==> config.mk <==
export PLATFORM = sky130hd
export DESIGN_NAME = ptw_walker
export DESIGN_NICKNAME = d
export VERILOG_FILES = /design/src/rtl/ptw_pkg.sv /design/src/rtl/ptw_va_split.sv /design/src/rtl/ptw_ent_addr.sv /design/src/rtl/ptw_ctrl.sv /design/src/rtl/ptw_walker.sv
export SDC_FILE = /design/constraint.sdc
export NUM_CORES = 1
export LEC_CHECK = 0
export BUFFER_PORTS_ARGS = -buffer_cell sky130_fd_sc_hd__buf_2
export CORE_MARGIN = 3
export CORE_UTILIZATION = 35
export DETAILED_ROUTE_END_ITERATION = 12
export GPL_TIMING_DRIVEN = 0
export SLEW_MARGIN = 15
export SYNTH_ARGS = -nofsm -noshare
export SYNTH_HDL_FRONTEND = slang
export SYNTH_SLANG_ARGS = --single-unit
==> constraint.sdc <==
create_clock -name clk_i -period 3.4 [get_ports clk_i]
set_input_delay 0.51 -clock clk_i [delete_from_list [all_inputs] [get_ports clk_i]]
set_output_delay 0.51 -clock clk_i [all_outputs]
set_load 0.02 [all_outputs]
==> src/rtl/ptw_pkg.sv <==
package ptw_pkg;
  typedef enum logic [1:0] {
    ST_IDLE = 2'd0,
    ST_RD_L1 = 2'd1,
    ST_RD_L2 = 2'd2,
    ST_DONE = 2'd3
  } ptw_state_e;

  localparam int unsigned PTE_VALID_BIT = 0;
  localparam int unsigned NUM_LEVELS    = 2;
endpackage

==> src/rtl/ptw_va_split.sv <==
module ptw_va_split #(
  parameter int unsigned ADDR_W = 32,
  parameter int unsigned IDX_W  = 10,
  parameter int unsigned OFF_W  = 12
) (
  input  logic [ADDR_W-1:0] vaddr_i,
  output logic [IDX_W-1:0]  idx_top_o,
  output logic [IDX_W-1:0]  idx_leaf_o,
  output logic [OFF_W-1:0]  off_o
);
  localparam int unsigned LEAF_LSB = OFF_W;
  localparam int unsigned TOP_LSB  = OFF_W + IDX_W;

  assign off_o      = vaddr_i[OFF_W-1:0];
  assign idx_leaf_o = vaddr_i[LEAF_LSB +: IDX_W];
  assign idx_top_o  = vaddr_i[TOP_LSB +: IDX_W];
endmodule

==> src/rtl/ptw_ent_addr.sv <==
module ptw_ent_addr #(
  parameter int unsigned ADDR_W = 32,
  parameter int unsigned IDX_W  = 10,
  parameter int unsigned PTE_W  = 32
) (
  input  logic [ADDR_W-1:0] base_i,
  input  logic [IDX_W-1:0]  idx_i,
  output logic [ADDR_W-1:0] addr_o
);
  localparam int unsigned SHIFT = $clog2(PTE_W / 8);
  localparam int unsigned PAD   = ADDR_W - IDX_W - SHIFT;

  logic [ADDR_W-1:0] scaled;

  assign scaled = {{PAD{1'b0}}, idx_i, {SHIFT{1'b0}}};
  assign addr_o = base_i + scaled;
endmodule

==> src/rtl/ptw_ctrl.sv <==
module ptw_ctrl
  import ptw_pkg::*;
(
  input  logic clk_i,
  input  logic rst_ni,
  input  logic req_valid_i,
  input  logic mem_req_ready_i,
  input  logic mem_rsp_valid_i,
  input  logic pte_valid_i,
  output logic req_ready_o,
  output logic mem_req_valid_o,
  output logic level_o,
  output logic accept_o,
  output logic take_top_o,
  output logic take_leaf_o,
  output logic done_o
);
  ptw_state_e state_q, state_d;
  logic issued_q, issued_d;
  logic reading, rsp_take;

  assign reading         = (state_q == ST_RD_L1) || (state_q == ST_RD_L2);
  assign req_ready_o     = (state_q == ST_IDLE);
  assign accept_o        = req_ready_o && req_valid_i;
  assign mem_req_valid_o = reading && !issued_q;
  assign rsp_take        = reading && issued_q && mem_rsp_valid_i;
  assign take_top_o      = rsp_take && (state_q == ST_RD_L1);
  assign take_leaf_o     = rsp_take && (state_q == ST_RD_L2);
  assign level_o         = (state_q == ST_RD_L2);
  assign done_o          = (state_q == ST_DONE);

  always_comb begin
    state_d  = state_q;
    issued_d = issued_q;
    if (mem_req_valid_o && mem_req_ready_i) issued_d = 1'b1;
    if (rsp_take) issued_d = 1'b0;
    unique case (state_q)
      ST_IDLE:  if (accept_o) state_d = ST_RD_L1;
      ST_RD_L1: if (rsp_take) state_d = pte_valid_i ? ST_RD_L2 : ST_DONE;
      ST_RD_L2: if (rsp_take) state_d = ST_DONE;
      default:  state_d = ST_IDLE;
    endcase
  end

  always_ff @(posedge clk_i or negedge rst_ni) begin
    if (!rst_ni) begin
      state_q  <= ST_IDLE;
      issued_q <= 1'b0;
    end else begin
      state_q  <= state_d;
      issued_q <= issued_d;
    end
  end

  a_r7_done_single: assert property (@(posedge clk_i) disable iff (!rst_ni)
    done_o |=> !done_o);
  a_r10_req_held: assert property (@(posedge clk_i) disable iff (!rst_ni)
    mem_req_valid_o && !mem_req_ready_i |=> mem_req_valid_o);
  a_r10_no_overlap: assert property (@(posedge clk_i) disable iff (!rst_ni)
    mem_req_valid_o && mem_req_ready_i |=> !mem_req_valid_o);
  a_r5_top_fault_ends: assert property (@(posedge clk_i) disable iff (!rst_ni)
    take_top_o && !pte_valid_i |=> done_o && !mem_req_valid_o);
  a_r8_busy_not_ready: assert property (@(posedge clk_i) disable iff (!rst_ni)
    mem_req_valid_o |-> !req_ready_o);
endmodule

==> src/rtl/ptw_walker.sv <==
module ptw_walker
  import ptw_pkg::*;
#(
  parameter int unsigned ADDR_W = 32,
  parameter int unsigned IDX_W  = 10,
  parameter int unsigned OFF_W  = 12,
  parameter int unsigned PTE_W  = 32
) (
  input  logic              clk_i,
  input  logic              rst_ni,
  input  logic              req_valid_i,
  output logic              req_ready_o,
  input  logic [ADDR_W-1:0] req_vaddr_i,
  input  logic [ADDR_W-1:0] pt_root_i,
  output logic              mem_req_valid_o,
  input  logic              mem_req_ready_i,
  output logic [ADDR_W-1:0] mem_req_addr_o,
  input  logic              mem_rsp_valid_i,
  input  logic [PTE_W-1:0]  mem_rsp_data_i,
  output logic              done_o,
  output logic              fault_o,
  output logic [ADDR_W-1:0] paddr_o,
  output logic [PTE_W-1:0]  leaf_o
);
  localparam int unsigned FRAME_W = ADDR_W - OFF_W;

  logic [ADDR_W-1:0]  vaddr_q, root_q;
  logic [FRAME_W-1:0] top_frame_q;
  logic               fault_q;
  logic [ADDR_W-1:0]  paddr_q;
  logic [PTE_W-1:0]   leaf_q;

  logic accept, take_top, take_leaf, level;
  logic pte_valid;
  logic [FRAME_W-1:0] rsp_frame;
  logic [IDX_W-1:0]   idx_top, idx_leaf;
  logic [OFF_W-1:0]   off;

  logic [ADDR_W-1:0] lvl_base [NUM_LEVELS];
  logic [IDX_W-1:0]  lvl_idx  [NUM_LEVELS];
  logic [ADDR_W-1:0] lvl_addr [NUM_LEVELS];

  assign pte_valid = mem_rsp_data_i[PTE_VALID_BIT];
  assign rsp_frame = mem_rsp_data_i[PTE_W-1 -: FRAME_W];

  ptw_va_split #(.ADDR_W(ADDR_W), .IDX_W(IDX_W), .OFF_W(OFF_W)) u_split (
    .vaddr_i   (vaddr_q),
    .idx_top_o (idx_top),
    .idx_leaf_o(idx_leaf),
    .off_o     (off)
  );

  for (genvar g = 0; g < NUM_LEVELS; g++) begin : g_lvl
    if (g == 0) begin : g_top
      assign lvl_base[g] = root_q;
      assign lvl_idx[g]  = idx_top;
    end else begin : g_leaf
      assign lvl_base[g] = {top_frame_q, {OFF_W{1'b0}}};
      assign lvl_idx[g]  = idx_leaf;
    end
    ptw_ent_addr #(.ADDR_W(ADDR_W), .IDX_W(IDX_W), .PTE_W(PTE_W)) u_ea (
      .base_i(lvl_base[g]),
      .idx_i (lvl_idx[g]),
      .addr_o(lvl_addr[g])
    );
  end

  assign mem_req_addr_o = lvl_addr[level];

  ptw_ctrl u_ctrl (
    .clk_i          (clk_i),
    .rst_ni         (rst_ni),
    .req_valid_i    (req_valid_i),
    .mem_req_ready_i(mem_req_ready_i),
    .mem_rsp_valid_i(mem_rsp_valid_i),
    .pte_valid_i    (pte_valid),
    .req_ready_o    (req_ready_o),
    .mem_req_valid_o(mem_req_valid_o),
    .level_o        (level),
    .accept_o       (accept),
    .take_top_o     (take_top),
    .take_leaf_o    (take_leaf),
    .done_o         (done_o)
  );

  always_ff @(posedge clk_i or negedge rst_ni) begin
    if (!rst_ni) begin
      vaddr_q     <= '0;
      root_q      <= '0;
      top_frame_q <= '0;
      fault_q     <= 1'b0;
      paddr_q     <= '0;
      leaf_q      <= '0;
    end else if (accept) begin
      vaddr_q <= req_vaddr_i;
      root_q  <= pt_root_i;
      fault_q <= 1'b0;
      paddr_q <= '0;
      leaf_q  <= '0;
    end else if (take_top) begin
      top_frame_q <= rsp_frame;
      if (!pte_valid) fault_q <= 1'b1;
    end else if (take_leaf) begin
      if (pte_valid) begin
        paddr_q <= {rsp_frame, off};
        leaf_q  <= mem_rsp_data_i;
      end else begin
        fault_q <= 1'b1;
      end
    end
  end

  assign fault_o = fault_q;
  assign paddr_o = paddr_q;
  assign leaf_o  = leaf_q;

  a_r10_addr_stable: assert property (@(posedge clk_i) disable iff (!rst_ni)
    mem_req_valid_o && !mem_req_ready_i |=> $stable(mem_req_addr_o));
  a_r5_fault_clears: assert property (@(posedge clk_i) disable iff (!rst_ni)
    done_o && fault_o |-> paddr_o == '0 && leaf_o == '0);
  a_r4_frame_match: assert property (@(posedge clk_i) disable iff (!rst_ni)
    done_o && !fault_o |-> paddr_o[ADDR_W-1:OFF_W] == leaf_o[PTE_W-1 -: FRAME_W]
                           && leaf_o[PTE_VALID_BIT]);
  a_r9_root_hold: assert property (@(posedge clk_i) disable iff (!rst_ni)
    !req_ready_o |=> $stable(root_q));
  a_r7_result_hold: assert property (@(posedge clk_i) disable iff (!rst_ni)
    !accept |=> $stable(paddr_o) || take_leaf || $past(take_leaf));
endmodule

-- Yosys cells after proc, flatten, opt, wreduce, memory -nomap -nowiden
Cells that the tools add are included.
- logic and storage cells: 59
- output and inout bits: 100
- register bits after elaboration: 152
- input bits: 101
- $lt $le $gt $ge: 1
- reduce and logical (&&, ||, !) cells: 17
- multiplexer cells: 22
- equality and inequality tests: 7
- bitwise gates (word level): 2
- add/subtract/negate cells: 2
- operators by type and width (cell ; count):
    $mux 32 ; 11
    $add 32x12->32 ; 2
    $logic_and 1x1->1 ; 7
    $mux 1 ; 7
    $mux 2 ; 3
    $pmux 2 s3 ; 1
    $reduce_and 3->1 ; 2
    $reduce_bool 2->1 ; 3
    $eq 2x2->1 const B ; 2
    $ne 2x1->1 const B ; 2
    $ne 2x2->1 const B ; 2
    $reduce_bool 3->1 ; 1
    $eq 2x1->1 const B ; 1
    $ge 2x2->1 const B ; 1
    $logic_not 2->1 ; 1
    $not 1->2 ; 1
    $reduce_and 2->1 ; 1
    $logic_not 1->1 ; 1
    $logic_or 1x1->1 ; 1
    $not 1->1 ; 1

-- Longest topological paths before layout
- depth in word-level cells: 8
- depth in mapped cells: 9
- gate-level depth less buffers: 8

-- By module
From an unflattened synthesis, not the netlist that was laid out.
- cell total of the unflattened synthesis: 727
- area total of the unflattened synthesis: 8184.1 um2
- modules (own cells, without submodules) (module ; cells each ; seq. area each (um2) ; times used ; area an instance (um2)):
    ptw_walker ; 429 ; 3228.1 ; 1 ; 5934.4
    ptw_ent_addr ; 121 ; 0.0 ; 2 ; 879.6
    ptw_ctrl ; 24 ; 75.1 ; 1 ; 250.2
    ptw_va_split ; 32 ; 0.0 ; 1 ; 240.2

-- Worst setup path before layout
OpenSTA, ideal clock, no wires.
- path kind: register to output
- start: reg vaddr_q[22]
- end: out mem_req_addr_o[10]
- setup slack: 0.446 ns
- arrival: 2.444 ns
- stages on the path, launching flop included: 9
- data required time: 2.890 ns
- cells stage by stage: dfrtp_1 ha_1 fa_1 a211oi_1 o21bai_2 a211o_1 a31oi_1 xor2_1 o21ai_0
- longest elaborated chain between the ends: 4
- ends and longest elaborated chain (what ; RTL line ; text):
    from (decl) ; ptw_walker.sv:27 ; logic [ADDR_W-1:0] vaddr_q, root_q;
    from (signal assigned) ; ptw_walker.sv:95 ; vaddr_q <= req_vaddr_i;
    $add 32x12->32 ; ptw_ent_addr.sv:16 ; assign addr_o = base_i + scaled;
    $mux 32 (not written as such) (3 in series) ; ptw_walker.sv:68 ; assign mem_req_addr_o = lvl_addr[level];
    to (decl) ; ptw_walker.sv:17 ; output logic [ADDR_W-1:0] mem_req_addr_o,
No other way between the ends. The select of a mux whose other input is x is not followed.

-- Worst setup path in the final report
Same ends and word-level chain as after synthesis.

==> results.md <==
* Status: complete, but fails checks
* Violated checks: negative hold slack
* # diodes at 0
* Pwr dens at 1021 mW/mm²
* Peak fanout along the critical path at 3
* Initial Utilization at 0.3599
* First-pass DRT Iterations at 4
* Hold_buf cts at 0
* Synth cell count leaders: nand2_1, dfrtp_1, a21oi_1
* FF+latch count, synth at 132
* WP data required at 2890 ps
* Initial antenna violation count at 1
* Via count at 5671
* Sink Count at 132
* Global route overflow at 0
* Mean number of vias per cell at 4.754
* Slew margin rel. at 0.5489
* Die X at 142.4 µm
* Most Crowded Layer GR: met2
* Largest cells by area after synthesis: dfrtp_1, nand2_1, mux2_2
* Tot GR Track Use at 0.1911
* Largest net degree at the start of global routing at 78
* First-pass GRT wire length at 30150 µm
* Buffers added on ports at 200
* Min Hold Slack at -2.529 ps
* Synth cell types at 49
* Share of the synthesized area in the top cell type at 0.5075
* Core Area at 0.01809 mm²
* Hold crit path type: in2async
* Dpl cell area at 0.007834 mm²
* Crit share post-route at 0.9547
* Yosys warnings at 0
* Ys async rst share at 1.000
* DRC errors left at 0
* Worst Tran Pin Value at 676.6 ps
* Final design instance area without fill at 0.008446 mm²
* Setup total negative slack at 0 ps
* Met3 usage at 0.05477
* Met1 usage at 0.2579
* Most frequent cell after synthesis: nand2_1
* Final cell count without fillers at 1193
* Avg WL per Cell at 16.11 µm
* CTS tree: done
* Syn avg cell area at 8.904 µm²
* Synth Instances at 731
* Leakage at 4.434 nW
* Max Freq at 308.1 MHz
* Final Hold Viols at 3
* VDD IR max at 0.5415 mV
* Num CTS Buffers at 17
* Dpl cells at 1161
* Syn-to-layout area delta at 29.76%
* Nets at 1067
* Final Max Tran Viols at 0
* Max Cap Viol at 0
* Vias in the first global route at 5640
* Total Routed Length at 19220 µm
* Seq pwr share at 0.309
* Post-DRT Antenna Nets at 0
* Clock power frac at 0.206
* Footprint of the multi-input gates at 0.002898 mm²
* Crit end category: output pin
* Clk slew on worst S/H paths at 70 ps
* Mapped Area at 0.006509 mm²
* Share of layout cells above drive strength 1 at 0.3205
* Clock Latency Late Sink at 420 ps
* Net Count, Synth at 847
* Sequential-to-total area share from yosys stat at 0.5075
* CTS Buffer Depth at 2
* # fillers at 1845
* NetSw at 0.003836 W
* H-Tree Depth at 4
* Number of synthesized flops with an enable pin at 0
* Largest area contributor in the netlist: dfrtp_1
* Reg area at 0.003303 mm²
* Final setup viols at 0
* Worst Skew at 9.180 ps
* Logic pwr share at 0.485
* IO Count at 201
* Die area at 0.02027 mm²
* Predominant post-synthesis flop cell: dfrtp_1
* Sw frac at 0.4449
* CP Launch Type: register
* Detailed Place HPWL at 14190 µm
* Row count at 49
* RSZ-0062 raised after global routing: yes
* Initial DRC Count at 248
* CP arrival at 2740 ps
* Met2 GRT Util at 0.3066
* Root Driver: clkbuf_16
* Setup Crit Path Kind: reg2out
* Die height at 142.4 µm
* RD Place Congestion at 0.8141
* Tmin final at 3246 ps
* P_int at 0.004786 W
[metal layers]
layer | vias to the layer above | share of wire
met1 | 2675 | 0.44
li1 | 2818 | -
met4 | 2 | 0.0091
met5 | - | 0.00036
met3 | 15 | 0.074
met2 | 161 | 0.48
[cell type report]
type	count	area share
flip-flops and latches	132	0.3911
multi-input cells	534	0.3431
clock inverters	15	0.01719
repair buffers	202	0.1253
inverters	4	0.001778
clock buffers	17	0.05037
plain buffers	60	0.03719
well taps	229	0.03393
[cell usage in the layout, fill, tap and decap left out, drive strengths merged, types with 6 or more instances in the layout]
cell type | synthesis | final
mux2 | 29 | 29
dfrtp | 132 | 132
a211oi | 6 | 6
inv | 4 | 10
xor2 | 9 | 9
a21oi | 57 | 57
nor2 | 8 | 8
o21ai | 25 | 25
ha | 14 | 14
and3 | 11 | 11
buf | 31 | 232
clkbuf | 30 | 47
nand2 | 313 | 313
xnor2 | 16 | 16
[stage by stage]
stage / hold WS (ps) / utilization / power [W] / setup slack (ps)
3_3_place_gp: 449.2 / 0.4311 / 0.006767 / -123.1
3_5_place_dp: 454.6 / 0.4331 / 0.006826 / 428.2
5_1_grt: 18.04 / 0.4670 / 0.009277 / -3.478
6_report: -2.529 / 0.4670 / 0.008622 / 153.9
2_1_floorplan: 214.4 / - / 0.005417 / 446.2
4_1_cts: 9.861 / 0.4650 / 0.008665 / 6.379
[power by group through the flow]
stage               registers, W  logic, W  clock network, W
finish                   0.00267   0.00418           0.00178
detailed placement       0.00270   0.00413                 0
floorplan                0.00276   0.00266                 0
global route             0.00276   0.00462           0.00190
CTS                      0.00268   0.00417           0.00182
global placement         0.00267   0.00409                 0
[worst paths after layout]
check	startpoint	endpoint	slack (ps)	cells past startpoint
min in group clk_i	req_vaddr_i[16]	vaddr_q[16]	270	3
max in group asynchronous	rst_ni	paddr_o[23]	2650	2
hold / removal	rst_ni	vaddr_q[10]	-3	1
setup reg to reg	u_ctrl.state_q[0]	paddr_o[16]	850	7
hold reg to reg	root_q[0]	root_q[0]	470	2
setup / recovery	vaddr_q[22]	mem_req_addr_o[10]	150	9
[sequential cells by signal (all words and copies together), names as in the netlist]
register and flops:
paddr_o 32, root_q 32, vaddr_q 32, top_frame_q 20
leaf_o 12, u_ctrl.state_q 2, fault_o 1, u_ctrl.issued_q 1
[logic make-up (layout without fill, tap and decap cells)]
logic type      Yosys count  after routing  share of synthesized area
buf+inv                  65            298                    0.05075
mux                      30             30                    0.05171
xor+xnor                 25             25                    0.03364
flops                   132            132                     0.5075
simple gates            353            353                     0.2222
fa+ha+maj                15             15                    0.02999
compound gates          111            111                     0.1042
[worst max-delay path, stage by stage (launching register included)]
cell and delay, ps:
dfrtp_1 390, ha_1 230, fa_2 390, a211oi_2 250
o21bai_2 130, a211o_1 320, a31oi_2 170, xor2_1 180
o21ai_1 90, buf_2 180
[what timing repair did]
action,in CTS,in global routing
pin swaps,0,1
resized for setup,2,6
setup endpoints to repair,4,12
cloned,0,0
setup buffers,0,1
Power figures use the tool's default switching activity.
